--- src/rtl/pe_pkg.sv ---
// Shared types and constants of the program/erase sequencer.
// Assumes command bytes are zero-extended onto a bus of 8 bits or more.
package pe_pkg;

    typedef enum logic [2:0] {
        S_IDLE,
        S_CHECK,
        S_ISSUE,
        S_POLL,
        S_RESET,
        S_FINISH
    } seq_state_e;

    localparam logic [2:0] RC_OK         = 3'd0;
    localparam logic [2:0] RC_TIMEOUT    = 3'd1;
    localparam logic [2:0] RC_NOT_ERASED = 3'd2;
    localparam logic [2:0] RC_PROTECTED  = 3'd3;
    localparam logic [2:0] RC_INVALID    = 3'd4;

    // status-register style commands
    localparam logic [7:0] SR_CLEAR   = 8'h50;
    localparam logic [7:0] SR_ERASE   = 8'h20;
    localparam logic [7:0] SR_CONFIRM = 8'hD0;
    localparam logic [7:0] SR_PROGRAM = 8'h40;
    localparam logic [7:0] SR_ARRAY   = 8'hFF;

    // unlock-sequence style commands
    localparam logic [7:0] UL_KEY_1   = 8'hAA;
    localparam logic [7:0] UL_KEY_2   = 8'h55;
    localparam logic [7:0] UL_ERASE   = 8'h80;
    localparam logic [7:0] UL_SECTOR  = 8'h30;
    localparam logic [7:0] UL_PROGRAM = 8'hA0;
    localparam logic [7:0] UL_ARRAY   = 8'hF0;

    localparam logic [11:0] UL_OFS_KEY1 = 12'h555;
    localparam logic [11:0] UL_OFS_KEY2 = 12'h2AA;

endpackage

--- src/rtl/pe_step_gen.sv ---
// Command step generator: maps (style, operation, step index) to one bus
// write and flags the last step of the command sequence.
// Assumes the index never passes the last step of the selected sequence.
module pe_step_gen
    import pe_pkg::*;
#(
    parameter int AW = 24,
    parameter int DW = 16,
    parameter int IW = 3
) (
    input  logic          unlock_style,
    input  logic          is_program,
    input  logic [IW-1:0] idx,
    input  logic [AW-1:0] sector,
    input  logic [AW-1:0] target,
    input  logic [DW-1:0] data,
    output logic [AW-1:0] step_addr,
    output logic [DW-1:0] step_data,
    output logic          step_last
);

    logic [AW-1:0] key1_addr;
    logic [AW-1:0] key2_addr;

    assign key1_addr = sector + AW'(UL_OFS_KEY1);
    assign key2_addr = sector + AW'(UL_OFS_KEY2);

    // Purpose: select the address/data pair for the current sequence step.
    always_comb begin
        step_addr = sector;
        step_data = '0;
        step_last = 1'b0;
        unique case ({unlock_style, is_program})
            2'b00: begin
                case (idx)
                    IW'(0):  step_data = DW'(SR_CLEAR);
                    IW'(1):  step_data = DW'(SR_ERASE);
                    default: begin
                        step_data = DW'(SR_CONFIRM);
                        step_last = 1'b1;
                    end
                endcase
            end
            2'b01: begin
                step_addr = target;
                case (idx)
                    IW'(0):  step_data = DW'(SR_CLEAR);
                    IW'(1):  step_data = DW'(SR_PROGRAM);
                    default: begin
                        step_data = data;
                        step_last = 1'b1;
                    end
                endcase
            end
            2'b10: begin
                case (idx)
                    IW'(0), IW'(3): begin
                        step_addr = key1_addr;
                        step_data = DW'(UL_KEY_1);
                    end
                    IW'(1), IW'(4): begin
                        step_addr = key2_addr;
                        step_data = DW'(UL_KEY_2);
                    end
                    IW'(2): begin
                        step_addr = key1_addr;
                        step_data = DW'(UL_ERASE);
                    end
                    default: begin
                        step_addr = sector;
                        step_data = DW'(UL_SECTOR);
                        step_last = 1'b1;
                    end
                endcase
            end
            default: begin
                case (idx)
                    IW'(0): begin
                        step_addr = key1_addr;
                        step_data = DW'(UL_KEY_1);
                    end
                    IW'(1): begin
                        step_addr = key2_addr;
                        step_data = DW'(UL_KEY_2);
                    end
                    IW'(2): begin
                        step_addr = key1_addr;
                        step_data = DW'(UL_PROGRAM);
                    end
                    default: begin
                        step_addr = target;
                        step_data = data;
                        step_last = 1'b1;
                    end
                endcase
            end
        endcase
    end

endmodule

--- src/rtl/pe_busy_detect.sv ---
// Busy detector for both protocols.
// Status style: busy while the ready bit is low.
// Unlock style: busy while the toggle bit differs from the previous poll read.
// Assumes clear is pulsed once per operation before the first sample.
module pe_busy_detect (
    input  logic clk,
    input  logic rst_n,
    input  logic clear,
    input  logic sample,
    input  logic unlock_style,
    input  logic ready_bit,
    input  logic toggle_bit,
    output logic dev_busy
);

    logic have_prev_q;
    logic prev_toggle_q;

    // Purpose: remember the toggle bit of the last poll read.
    always_ff @(posedge clk) begin
        if (!rst_n) begin
            have_prev_q   <= 1'b0;
            prev_toggle_q <= 1'b0;
        end else if (clear) begin
            have_prev_q   <= 1'b0;
        end else if (sample) begin
            have_prev_q   <= 1'b1;
            prev_toggle_q <= toggle_bit;
        end
    end

    // Purpose: combine the current read with history into a busy flag.
    always_comb begin
        if (unlock_style) begin
            dev_busy = !have_prev_q || (toggle_bit != prev_toggle_q);
        end else begin
            dev_busy = !ready_bit;
        end
    end

endmodule

--- src/rtl/pe_timer.sv ---
// Poll budget counter: loaded at request acceptance and decremented per
// busy poll cycle. Assumes dec is never raised while expired is high.
module pe_timer #(
    parameter int TW = 20
) (
    input  logic          clk,
    input  logic          rst_n,
    input  logic          load,
    input  logic [TW-1:0] load_val,
    input  logic          dec,
    output logic          expired
);

    logic [TW-1:0] cnt_q;

    // Purpose: hold the remaining poll budget.
    always_ff @(posedge clk) begin
        if (!rst_n) begin
            cnt_q <= '0;
        end else if (load) begin
            cnt_q <= load_val;
        end else if (dec) begin
            cnt_q <= cnt_q - TW'(1);
        end
    end

    assign expired = (cnt_q == '0);

endmodule

--- src/rtl/pe_status_decode.sv ---
// Maps the final status read to a result code. Only status style reports
// device errors; unlock style completion is always ok.
module pe_status_decode
    import pe_pkg::*;
(
    input  logic       unlock_style,
    input  logic       erase_fail,
    input  logic       lock_fail,
    input  logic       low_volt,
    input  logic       locked,
    output logic [2:0] code
);

    // Purpose: prioritised error decode.
    always_comb begin
        if (unlock_style) begin
            code = RC_OK;
        end else if (locked) begin
            code = RC_PROTECTED;
        end else if (erase_fail && !lock_fail) begin
            code = RC_NOT_ERASED;
        end else if (erase_fail || lock_fail || low_volt) begin
            code = RC_INVALID;
        end else begin
            code = RC_OK;
        end
    end

endmodule

--- src/rtl/pe_sequencer.sv ---
// Program/erase sequencer top.
// Accepts one request while idle, optionally checks that the target is
// erased, issues the command writes, polls until ready or out of budget,
// writes the reset command where required and pulses resp_done.
// Assumes the flash returns read data in the same cycle as bus_re.
module pe_sequencer
    import pe_pkg::*;
#(
    parameter int AW = 24,
    parameter int DW = 16,
    parameter int TW = 20
) (
    input  logic          clk,
    input  logic          rst_n,
    input  logic          req_valid,
    input  logic          req_op,
    input  logic          req_style,
    input  logic [AW-1:0] req_sector,
    input  logic [AW-1:0] req_addr,
    input  logic [DW-1:0] req_data,
    input  logic [TW-1:0] req_timeout,
    output logic          busy,
    output logic          resp_done,
    output logic [2:0]    resp_code,
    output logic          bus_we,
    output logic          bus_re,
    output logic [AW-1:0] bus_addr,
    output logic [DW-1:0] bus_wdata,
    input  logic [DW-1:0] bus_rdata
);

    localparam int IW = 3;

    seq_state_e    state_q;
    logic          prog_q;
    logic          unlock_q;
    logic [AW-1:0] sector_q;
    logic [AW-1:0] target_q;
    logic [DW-1:0] data_q;
    logic [IW-1:0] idx_q;
    logic [2:0]    code_q;

    logic          accept;
    logic          polling;
    logic [AW-1:0] step_addr;
    logic [DW-1:0] step_data;
    logic          step_last;
    logic          dev_busy;
    logic          expired;
    logic [2:0]    status_code;
    logic          not_erased;

    assign accept     = (state_q == S_IDLE) && req_valid;
    assign polling    = (state_q == S_POLL);
    assign not_erased = ((bus_rdata & data_q) != data_q);

    pe_step_gen #(.AW(AW), .DW(DW), .IW(IW)) u_steps (
        .unlock_style (unlock_q),
        .is_program   (prog_q),
        .idx          (idx_q),
        .sector       (sector_q),
        .target       (target_q),
        .data         (data_q),
        .step_addr    (step_addr),
        .step_data    (step_data),
        .step_last    (step_last)
    );

    pe_busy_detect u_busy (
        .clk          (clk),
        .rst_n        (rst_n),
        .clear        (accept),
        .sample       (polling),
        .unlock_style (unlock_q),
        .ready_bit    (bus_rdata[7]),
        .toggle_bit   (bus_rdata[6]),
        .dev_busy     (dev_busy)
    );

    pe_timer #(.TW(TW)) u_timer (
        .clk      (clk),
        .rst_n    (rst_n),
        .load     (accept),
        .load_val (req_timeout),
        .dec      (polling && dev_busy && !expired),
        .expired  (expired)
    );

    pe_status_decode u_decode (
        .unlock_style (unlock_q),
        .erase_fail   (bus_rdata[5]),
        .lock_fail    (bus_rdata[4]),
        .low_volt     (bus_rdata[3]),
        .locked       (bus_rdata[1]),
        .code         (status_code)
    );

    // Purpose: latch the accepted request.
    always_ff @(posedge clk) begin
        if (!rst_n) begin
            prog_q   <= 1'b0;
            unlock_q <= 1'b0;
            sector_q <= '0;
            target_q <= '0;
            data_q   <= '0;
        end else if (accept) begin
            prog_q   <= req_op;
            unlock_q <= req_style;
            sector_q <= req_sector;
            target_q <= req_addr;
            data_q   <= req_data;
        end
    end

    // Purpose: sequence state, step index and result code.
    always_ff @(posedge clk) begin
        if (!rst_n) begin
            state_q <= S_IDLE;
            idx_q   <= '0;
            code_q  <= RC_OK;
        end else begin
            case (state_q)
                S_IDLE: begin
                    if (req_valid) begin
                        idx_q   <= '0;
                        code_q  <= RC_OK;
                        state_q <= req_op ? S_CHECK : S_ISSUE;
                    end
                end
                S_CHECK: begin
                    if (not_erased) begin
                        code_q  <= RC_NOT_ERASED;
                        state_q <= S_FINISH;
                    end else begin
                        state_q <= S_ISSUE;
                    end
                end
                S_ISSUE: begin
                    if (step_last) begin
                        state_q <= S_POLL;
                    end else begin
                        idx_q <= idx_q + IW'(1);
                    end
                end
                S_POLL: begin
                    if (!dev_busy) begin
                        code_q  <= status_code;
                        state_q <= unlock_q ? S_FINISH : S_RESET;
                    end else if (expired) begin
                        code_q  <= RC_TIMEOUT;
                        state_q <= S_RESET;
                    end
                end
                S_RESET:  state_q <= S_FINISH;
                default:  state_q <= S_IDLE;
            endcase
        end
    end

    // Purpose: drive the flash bus from the current state.
    always_comb begin
        bus_we    = 1'b0;
        bus_re    = 1'b0;
        bus_addr  = sector_q;
        bus_wdata = '0;
        case (state_q)
            S_CHECK: begin
                bus_re   = 1'b1;
                bus_addr = target_q;
            end
            S_ISSUE: begin
                bus_we    = 1'b1;
                bus_addr  = step_addr;
                bus_wdata = step_data;
            end
            S_POLL:  bus_re = 1'b1;
            S_RESET: begin
                bus_we    = 1'b1;
                bus_wdata = unlock_q ? DW'(UL_ARRAY) : DW'(SR_ARRAY);
            end
            default: ;
        endcase
    end

    assign busy      = (state_q != S_IDLE);
    assign resp_done = (state_q == S_FINISH);
    assign resp_code = code_q;

endmodule

--- config.mk ---
export PLATFORM = sky130hd
export DESIGN_NAME = pe_sequencer
export DESIGN_NICKNAME = d
export VERILOG_FILES = /design/src/rtl/pe_pkg.sv /design/src/rtl/pe_step_gen.sv /design/src/rtl/pe_busy_detect.sv /design/src/rtl/pe_timer.sv /design/src/rtl/pe_status_decode.sv /design/src/rtl/pe_sequencer.sv
export SDC_FILE = /design/constraint.sdc
export NUM_CORES = 1
export LEC_CHECK = 0
export ABC_CLOCK_PERIOD_IN_PS = 4500
export BUFFER_PORTS_ARGS = -buffer_cell sky130_fd_sc_hd__buf_4
export CORE_UTILIZATION = 61
export CTS_BUF_LIST = sky130_fd_sc_hd__clkbuf_4 sky130_fd_sc_hd__clkbuf_8 sky130_fd_sc_hd__clkbuf_16
export DETAILED_ROUTE_END_ITERATION = 7
export PLACE_DENSITY = 0.93
export SLEW_MARGIN = 20
export SYNTH_ARGS = -nofsm -noshare
export SYNTH_HDL_FRONTEND = slang
export SYNTH_HIERARCHICAL = 1
export SYNTH_SLANG_ARGS = --single-unit
--- constraint.sdc ---
create_clock -name clk -period 4.5 [get_ports clk]
set_input_delay 0.675 -clock clk [delete_from_list [all_inputs] [get_ports clk]]
set_output_delay 0.675 -clock clk [all_outputs]
set_load 0.005 [all_outputs]
Word level (Yosys, flattened, before mapping) --
Index checks and enable logic that the tools add are counted.
Word-level totals: word-level logic and storage cells 109, register bits 97, output and inout port bits 47, bits of input ports 105
Cells by class: equal/unequal tests 18, bitwise logic cells 3, muxes and demuxes 39, add/sub/neg operators 4, reductions and logical operators 34
Operators with widths (count):
- $pmux W24 S2 | 3
- $pmux W16 S3 | 2
- $pmux W24 S3 | 1
- $pmux W16 S2 | 2
- $mux W3 | 14
- $mux W20 | 2
- $add A24 B10 Y24 const B | 1
- $add A24 B11 Y24 const B | 1
- $pmux W8 S3 | 1
- $logic_not A20 Y1 | 1
- $sub A20 B1 Y20 const B | 1
- $and A16 B16 Y16 | 1
- $ne A16 B16 Y1 | 1
- $pmux W8 S2 | 1
- $reduce_or A2 Y1 | 8
- $pmux W3 S5 | 1
- $eq A3 B2 Y1 const B | 4
- $eq A3 B3 Y1 const B | 3
- $pmux W3 S3 | 1
- $ne A2 B2 Y1 const B | 4
- $mux W1 | 7
- $eq A3 B1 Y1 const B | 2
- $logic_not A3 Y1 | 2
- $pmux W3 S2 | 1
- 20 further kinds | 33

Logic depth before layout (Yosys ltp) --
Gate-level depths: netlist of run 1.
word-level depth 8, mapped depth 12, gate-level depth less buffers 10

Cells and area by module --
Netlist of run 1, hierarchy kept.
By module, submodules not included:
- pe_sequencer | instances 1, cells each 498, area each 3590.9 µm², seq. area each 1501.4 µm²
- pe_step_gen | instances 1, cells each 523, area each 3051.7 µm², seq. area each 0.0 µm²
- pe_timer | instances 1, cells each 138, area each 1136.1 µm², seq. area each 400.4 µm²
- pe_busy_detect | instances 1, cells each 10, area each 102.6 µm², seq. area each 40.0 µm²
- pe_status_decode | instances 1, cells each 7, area each 40.0 µm², seq. area each 0.0 µm²

Worst setup path after synthesis of run 1 --
Ideal clock, no wire load.
path type flip-flop to output port, start point reg sector_q[1], end point out bus_addr[22], arrival time 2260 ps, path slack 1565 ps, stages on the path, launching flop included 10, cells stage by stage dfxtp_1 > ha_1 > o21ai_1 > a211o_1 > a2111oi_4 > mux2i_1 > o2111ai_1 > o21a_1 > a22oi_1 > nand2_1
Between the ends: word-level cells in the longest chain between the ends 4, elaborated cells between the ends (all ways) 6, classes of those cells add/sub (2); mux (4)
Ends and longest elaborated chain:
- from (decl) | RTL line pe_sequencer.sv:37 | logic [AW-1:0] sector_q;
- from (signal assigned) | RTL line pe_sequencer.sv:109 | sector_q <= req_sector;
- $add A24 B11 Y24 / $add A24 B10 Y24 (equally long branches) | RTL line pe_step_gen.sv:25, pe_step_gen.sv:26
- $pmux W24 S2, on equally long branches | RTL line pe_step_gen.sv:77, pe_step_gen.sv:56
- $pmux W24 S3 (*) | RTL line pe_step_gen.sv:33 | unique case ({unlock_style, is_program})
- via step_addr[22] | RTL line pe_sequencer.sv:45 | logic [AW-1:0] step_addr;
- $pmux W24 S2 (*) | RTL line pe_sequencer.sv:166 | case (state_q)
- to (decl) | RTL line pe_sequencer.sv:27 | output logic [AW-1:0] bus_addr,
The timed path passes the listed nets; every way through them passes the cells marked *.

Worst setup path after layout of run 1 --
start point reg sector_q[2], end point out bus_addr[11]
Same word-level chain as after synthesis.

==> results of run 1 <==
state kept, by name, summed over array words and instances (netlist names):
| name | cells |
|---|---|
| data_q | 16 |
| idx_q | 3 |
| prog_q | 1 |
| resp_code | 3 |
| sector_q | 24 |
| state_q | 3 |
| target_q | 24 |
| u_busy/have_prev_q | 1 |
| u_busy/prev_toggle_q | 1 |
| u_timer/cnt_q | 20 |
| unlock_q | 1 |
cell usage after synthesis, drive strengths merged (4+ instances only):
| cell type | instances | area [µm²] |
|---|---|---|
| nor4 | 11 | 90.08 |
| nor3b | 9 | 83.83 |
| nor3 | 22 | 120.1 |
| clkbuf | 58 | 217.7 |
| xor2 | 16 | 140.1 |
| nand3b | 7 | 52.55 |
| o211ai | 10 | 75.07 |
| ha | 6 | 75.07 |
| nand4b | 4 | 35.03 |
| and3 | 5 | 31.28 |
| a21oi | 147 | 743.2 |
| inv | 31 | 116.4 |
| o221ai | 6 | 52.55 |
| or2 | 10 | 62.57 |
| nand2b | 23 | 143.9 |
| a221oi | 9 | 78.83 |
| nand3 | 21 | 105.1 |
| o31ai | 4 | 30.03 |
| o22ai | 17 | 106.4 |
| o21ai | 74 | 370.3 |
| a21o | 15 | 112.6 |
| a211oi | 16 | 125.1 |
| nor2 | 65 | 246.5 |
| nand2 | 258 | 970.9 |
| or4 | 6 | 48.80 |
| o21a | 7 | 52.55 |
| o2111ai | 6 | 52.55 |
| and2 | 21 | 131.4 |
| a31oi | 18 | 112.6 |
| dfxtp | 97 | 1942 |
| a221o | 5 | 50.05 |
| nor2b | 11 | 76.32 |
| mux2i | 7 | 70.07 |
| xnor2 | 14 | 122.6 |
| buf | 35 | 198.9 |
| or3 | 11 | 76.32 |
| a22oi | 34 | 260.3 |
| nand4 | 12 | 75.07 |
metal layers:
metal	global-route usage [%]	vias up	routed length (µm)
met5	0	-	0
met4	25.04	0	1661
met3	9.257	145	2930
met2	64.68	670	12190
met1	49.79	4387	10250
li1	-	4415	-
worst reg2reg max path, stage by stage (launching register included):
cell                       delay (ns)
sky130_fd_sc_hd__dfxtp_1         0.84
sky130_fd_sc_hd__nand3b_1        0.33
sky130_fd_sc_hd__nor3b_1         0.26
sky130_fd_sc_hd__buf_4           0.20
sky130_fd_sc_hd__nor3b_1         0.56
sky130_fd_sc_hd__nand4_1         0.32
sky130_fd_sc_hd__or4_1           0.50
sky130_fd_sc_hd__a31oi_1         0.17
power by group:
group | switching, W | internal [W] | leakage, nW | total (W)
registers | 0.000404 | 0.00107 | 0.796 | 0.00148
logic | 0.00160 | 0.00103 | 2.76 | 0.00263
clock network | 0.000369 | 0.000450 | 0.153 | 0.000819
total | 0.00237 | 0.00255 | 3.71 | 0.00492
path summary, 6_finish.rpt:
path | startpoint | to | slack, ns | depth (start not counted)
min | data_q[14]$_SDFFE_PN0P_ | data_q[14]$_SDFFE_PN0P_ | 0.47 | 2
min reg2reg | data_q[14]$_SDFFE_PN0P_ | data_q[14]$_SDFFE_PN0P_ | 0.47 | 2
max | sector_q[2]$_SDFFE_PN0P_ | bus_addr[11] | 0.50 | 11
max reg2reg | state_q[0]$_SDFFE_PN0P_ | u_timer/cnt_q[15]$_SDFFE_PN0P_ | 1.25 | 7
stage by stage:
| step | total power (W) | utilization, % | cell area, µm² | instances | setup WS, ns |
|---|---|---|---|---|---|
| after global placement | 0.003957 | 71.63 | 9040 | 1430 | 1.037 |
| after floorplan | 0.003176 | - | 7921 | 1176 | 1.565 |
| after detailed placement | 0.004018 | 71.63 | 9040 | 1430 | 0.9858 |
| after CTS | 0.004835 | 74.04 | 9344 | 1446 | 0.5849 |
| after global routing | 0.005225 | 74.04 | 9344 | 1446 | 0.3115 |
| final | 0.004923 | 74.04 | 9344 | 1446 | 0.5041 |
area by class of cell:
| type | instances | area share, % |
|---|---|---|
| Multi-Input combinational cell | 955 | 58.36 |
| Sequential cell | 97 | 20.78 |
| Timing Repair Buffer | 175 | 14.06 |
| Clock buffer | 11 | 2.571 |
| Tap cell | 172 | 2.303 |
| Inverter | 31 | 1.245 |
| Clock inverter | 5 | 0.6829 |
logic make-up (layout without fill, tap and decap cells):
logic type | count (synthesis) | in the layout | synth area share [%]
buffers and inverters | 124 | 222 | 6.729
flip-flops | 97 | 97 | 24.51
XOR/XNOR | 30 | 30 | 3.317
multiplexers | 10 | 10 | 1.311
adder cells (fa/ha/maj) | 6 | 6 | 0.9477
AND/OR/NAND/NOR | 502 | 502 | 30.47
AO/OA/AOI/OAI | 407 | 407 | 32.71
cells in the final DEF (no fill, tap or decap), drive strengths merged, types with 18 or more instances in the layout:
cell    instances
a21oi         147
a22oi          34
a31oi          18
and2           21
buf           175
dfxtp          97
inv            33
nand2         258
nand2b         23
nand3          21
nor2           65
nor3           22
o21ai          74
==> flow_metrics.tcl, run 1 <==
set metrics [dict create \
    timing_max_transition_violations_final 0 \
    grt_remaining_overflow 0 \
    worst_slew_margin_rel_pct 27.91 \
    predominant_post_synthesis_flop_cell "sky130_fd_sc_hd__dfxtp_1" \
    worst_ir_drop_vdd_uv 703.0 \
    initial_utilization_pct 62.77 \
    num-fill-cells 1032 \
    antenna_found_initial 0 \
    syn_to_final_growth_pct 17.96 \
    timing.final.crit_share_pct 88.80 \
    die_h_um 116.0 \
    report.final.hold_viol_count 0 \
    cts_buffers 9 \
    fmax_mhz 250.3 \
    multiInputGateArea_um2 5453 \
    clock_skew_ns 0.004339 \
    crit_required_ns 3.83 \
    worst_skew_pair.late_latency_ns 0.36 \
    final.min_clock_period_ns 3.996 \
    route.detailed.drc 0 \
    synth.distinct_cells 89 \
    synthCells 1176 \
    critical_path.top_delay_family "compound AO/OA/AOI/OAI gates" \
    setup.worst_path.end_class "output port" \
    worst_setup_hold_path_clk_slew_ns 0.07 \
    post-cts-setup-buffer-count 0 \
    layout-drive-gt1-share_pct 17.58 \
    routed-via-count 9617 \
    crit_type "register to output port" \
    die_width_um 116.0 \
    clock_tree.htree_level_count 3 \
    min-delay-path-class "register to register" \
    synth_sequential_area_ratio_pct 24.51 \
    io_pins 152 \
    sequential_cell_area_um2 1942 \
    crit_path_start_kind "register" \
    number_of_nets_in_the_layout 1380 \
    insertedDiodeCount 0 \
    crit_path_max_incr_delay_ns 0.57 \
    clk_root_buffer_cell "sky130_fd_sc_hd__clkbuf_16" \
    critical_path_buf_inv_count 2 \
    critical_path_arrival_ns 3.32 \
    cts.sinks 97 \
    cts.path.max_buffers 2 \
    cts.hold.buffers_added 0 \
    number_of_synthesized_flops_with_an_enable_pin 0 \
    wire_length_of_the_first_global_routing_pass_um 42740 \
    io_buffer_count 151 \
    yosys_register_bits 97 \
    fp_rows 41 \
    detail_route.first_pass.iterations 8 \
    grt_pass1_vias 8688 \
    finalSetupViolCount 0 \
    post_cts.resized_instances 0 \
    grt.total_usage_pct 40.61 \
    floorplan.die_area_um2 13450 \
    totalNegativeSetupSlack_ns 0 \
    crit_fanout 15 \
    outcome "completed" \
    grt_max_degree 69 \
    tightest_slew_ns 1.081 \
    dr.first_iter.drc_count 1386 \
    postSynth.asyncResetShare_pct 0 \
    antenna_violating_nets_post_route 0 \
    post_drt_wl_per_cell_um 18.69 \
    synth.net_count 1287 \
    syn-cell-area_um2 7921 \
    cellPowerDensity_nw_per_um2 526.8 \
    gp_congestion 0.9816 \
    tritoncts "done" \
    post_dr_vias_cell 6.651 \
    floorplan.core_area_um2 12620 \
    fin_hold_ws_ns 0.4665 \
    hpwl_um 18650 \
    postSynthAreaPerCell_um2 6.736 \
    cap_violations 0 \
    route.final.wire_length_um 27030 \
    slowest_stage "sky130_fd_sc_hd__a21oi_2" \
    p_leak_nw 3.711 \
    cp_cell_sequence "inv_1 > ha_1 > a21o_1 > a21o_1 > a21oi_2 > o22ai_1 > a221o_1 > a22oi_1 > a22oi_1 > nand2_1 > buf_4" \
    ys.warnings.count 6 \
    rsz0062_at_grt "no" \
]
Power figures use the tool's default switching activity.
==> inputs of run 2 (changes only) <==
CORE_UTILIZATION = 55   (was 61)
PLACE_DENSITY = not set   (was 0.93)
PLACE_DENSITY_LB_ADDON = 0.25   (was not set)
==> run 2 against run 1 <==
Sequential cell count unchanged. Critical path depth down 2. Fmax down 0.26%. Largest cell class unchanged.
==> flow_metrics.tcl, run 2 (synthesized netlist as in run 1, its figures left out) <==
set metrics [dict create \
    hpwl_um 18170 \
    grt_remaining_overflow 0 \
    final_cell_mix "257 x sky130_fd_sc_hd__nand2_1, 174 x sky130_fd_sc_hd__buf_4, 145 x sky130_fd_sc_hd__a21oi_1" \
    largest_registers_in_the_final_layout "sector_q (24), target_q (24), u_timer/cnt_q (20)" \
    io_buffer_count 151 \
    hold_end "data_q[12]$_SDFFE_PN0P_" \
    tritoncts "done" \
    io_pins 152 \
    floorplan.core_area_um2 13990 \
    sequential_cell_area_um2 1942 \
    totalNegativeSetupSlack_ns 0 \
    crit-reg2reg-capture "u_timer/cnt_q[15]$_SDFFE_PN0P_" \
    detailed_place.area_um2 9042 \
    grt.total_usage_pct 35.78 \
    switchingPower_w 0.002316 \
    power_switching_share_pct 47.62 \
    multiInputGateArea_um2 5453 \
    pwr-share-seq_pct 30.2 \
    number_of_nets_in_the_layout 1379 \
    cts_buffers 9 \
    grt_pass1_vias 8278 \
    crit_path_start_kind "register" \
    worst_ir_drop_vdd_uv 594.6 \
    route.final.wire_length_um 26490 \
    timing.final.crit_share_pct 89.03 \
    crit_required_ns 3.83 \
    fmax_mhz 249.6 \
    floorplan.die_area_um2 14890 \
    crit-reg2reg-launch "unlock_q$_SDFFE_PN0P_" \
    die_width_um 122.0 \
    clock_skew_ns 0.006188 \
    p_int_w 0.002548 \
    timing_max_transition_violations_final 0 \
    worst_slew_margin_rel_pct 26.28 \
    post-cts-setup-buffer-count 0 \
    min-delay-path-class "register to register" \
    post_drt_wl_per_cell_um 18.23 \
    ff2ff_path_depth 9 \
    initial_utilization_pct 56.63 \
    worst_setup_hold_path_clk_slew_ns 0.07 \
    clk_root_buffer_cell "sky130_fd_sc_hd__clkbuf_16" \
    p_leak_nw 3.697 \
    dr.first_iter.drc_count 949 \
    detail_route.first_pass.iterations 6 \
    cts.sinks 97 \
    crit_path_max_incr_delay_ns 0.71 \
    die_h_um 122.0 \
    hold_path.startpoint "data_q[12]$_SDFFE_PN0P_" \
    route.detailed.drc 0 \
    final.min_clock_period_ns 4.006 \
    setup.worst_path.end_class "output port" \
    pwr-share-comb_pct 53.6 \
    worst_case_register_to_register_setup_slack_ns 1.21 \
    slowest_stage "sky130_fd_sc_hd__dfxtp_1" \
    grt_max_degree 69 \
    layout.cells.most_common "sky130_fd_sc_hd__nand2_1" \
    final_design_area_no_fill_um2 9349 \
    syn_to_final_growth_pct 18.02 \
    layout-drive-gt1-share_pct 17.52 \
    cp_cell_sequence "or3b_1 > a211oi_1 > o21ai_1 > o22ai_1 > nand2b_1 > a221oi_1 > a22oi_1 > nand2_1 > buf_4" \
    tightest_slew_ns 1.102 \
    critical_path_arrival_ns 3.33 \
    outcome "completed" \
    post_dr_vias_cell 6.404 \
    fp_rows 43 \
    worst_hold_path.num_cells 2 \
    crit_fanout 18 \
    antenna_found_initial 0 \
    num-fill-cells 1314 \
    worst_skew_pair.late_latency_ns 0.36 \
    clock_tree.htree_level_count 3 \
    post_cts.resized_instances 0 \
    fin_hold_ws_ns 0.4673 \
    cap_violations 0 \
    cts.hold.buffers_added 0 \
    antenna_violating_nets_post_route 0 \
    insertedDiodeCount 0 \
    cellPowerDensity_nw_per_um2 520.3 \
    crit_type "register to output port" \
    gp_congestion 1.011 \
    report.final.hold_viol_count 0 \
    finalSetupViolCount 0 \
    rsz0062_at_grt "no" \
    cts.path.max_buffers 2 \
    routed-via-count 9305 \
    wire_length_of_the_first_global_routing_pass_um 42000 \
    p_clk_share_pct 16.2 \
]
[run 2: cell types whose count changed in the layout (fill, tap and decap cells not counted)]
cell,change
sky130_fd_sc_hd__clkbuf_8,+1
sky130_fd_sc_hd__clkbuf_4,-2
sky130_fd_sc_hd__inv_6,-1
sky130_fd_sc_hd__clkinv_4,+1
sky130_fd_sc_hd__inv_8,-1
sky130_fd_sc_hd__clkinvlp_4,+2
sky130_fd_sc_hd__buf_4,-1
[run 2: worst max path at each step]
stage / start / end / slack, ns / depth (start not counted)
2_1_floorplan: sector_q[1]$_SDFFE_PN0P_ / bus_addr[22] / 1.57 / 9
3_3_place_gp: idx_q[1]$_SDFFE_PN0P_ / bus_addr[22] / 1.04 / 9
3_5_place_dp: sector_q[9]$_SDFFE_PN0P_ / bus_addr[16] / 0.94 / 9
4_1_cts: sector_q[9]$_SDFFE_PN0P_ / bus_addr[16] / 0.55 / 9
5_1_grt: sector_q[9]$_SDFFE_PN0P_ / bus_addr[16] / 0.29 / 9
6_report: sector_q[9]$_SDFFE_PN0P_ / bus_addr[16] / 0.49 / 9
[run 2: per-layer routing]
metal  wire (µm)  global-route usage [%]  up-vias
met2       12010                   56.50      568
met3        2583                   6.976      103
met1       10690                   45.72     4230
li1            -                       -     4404
met4        1209                   19.29        0
met5           0                       0        -
[run 2: power by group through the flow]
stage          combinational (W)  clock, W  sequential (W)
4_1_cts                  0.00255  0.000803         0.00146
3_3_place_gp             0.00251         0         0.00146
2_1_floorplan            0.00191         0         0.00127
3_5_place_dp             0.00254         0         0.00147
6_report                 0.00261  0.000790         0.00147
5_1_grt                  0.00285  0.000837         0.00151
[run 2: metrics by stage]
stage	worst slack [ns]	instances	power [W]	utilization, %
4_1_cts	0.5493	1453	0.004808	66.83
6_report	0.4937	1453	0.004864	66.83
5_1_grt	0.2863	1453	0.005193	66.83
2_1_floorplan	1.565	1176	0.003176	-
3_3_place_gp	1.038	1437	0.003977	64.64
3_5_place_dp	0.9412	1437	0.004008	64.64
[run 2: final cells by class]
class                   count  area share, %
repair buffers            174          13.97
flip-flops and latches     97          20.77
multi-input cells         955          58.32
inverters                  31          1.245
well taps                 180          2.409
clock buffers              10          2.556
clock inverters             6         0.7227
[run 2: worst max-delay path: cells and delay by family, from the launching register on]
| family | cells | cell delay, ns |
|---|---|---|
| compound gates | 5 | 1.51 |
| flops | 1 | 0.71 |
| simple gates | 3 | 0.66 |
| buf+inv | 1 | 0.10 |
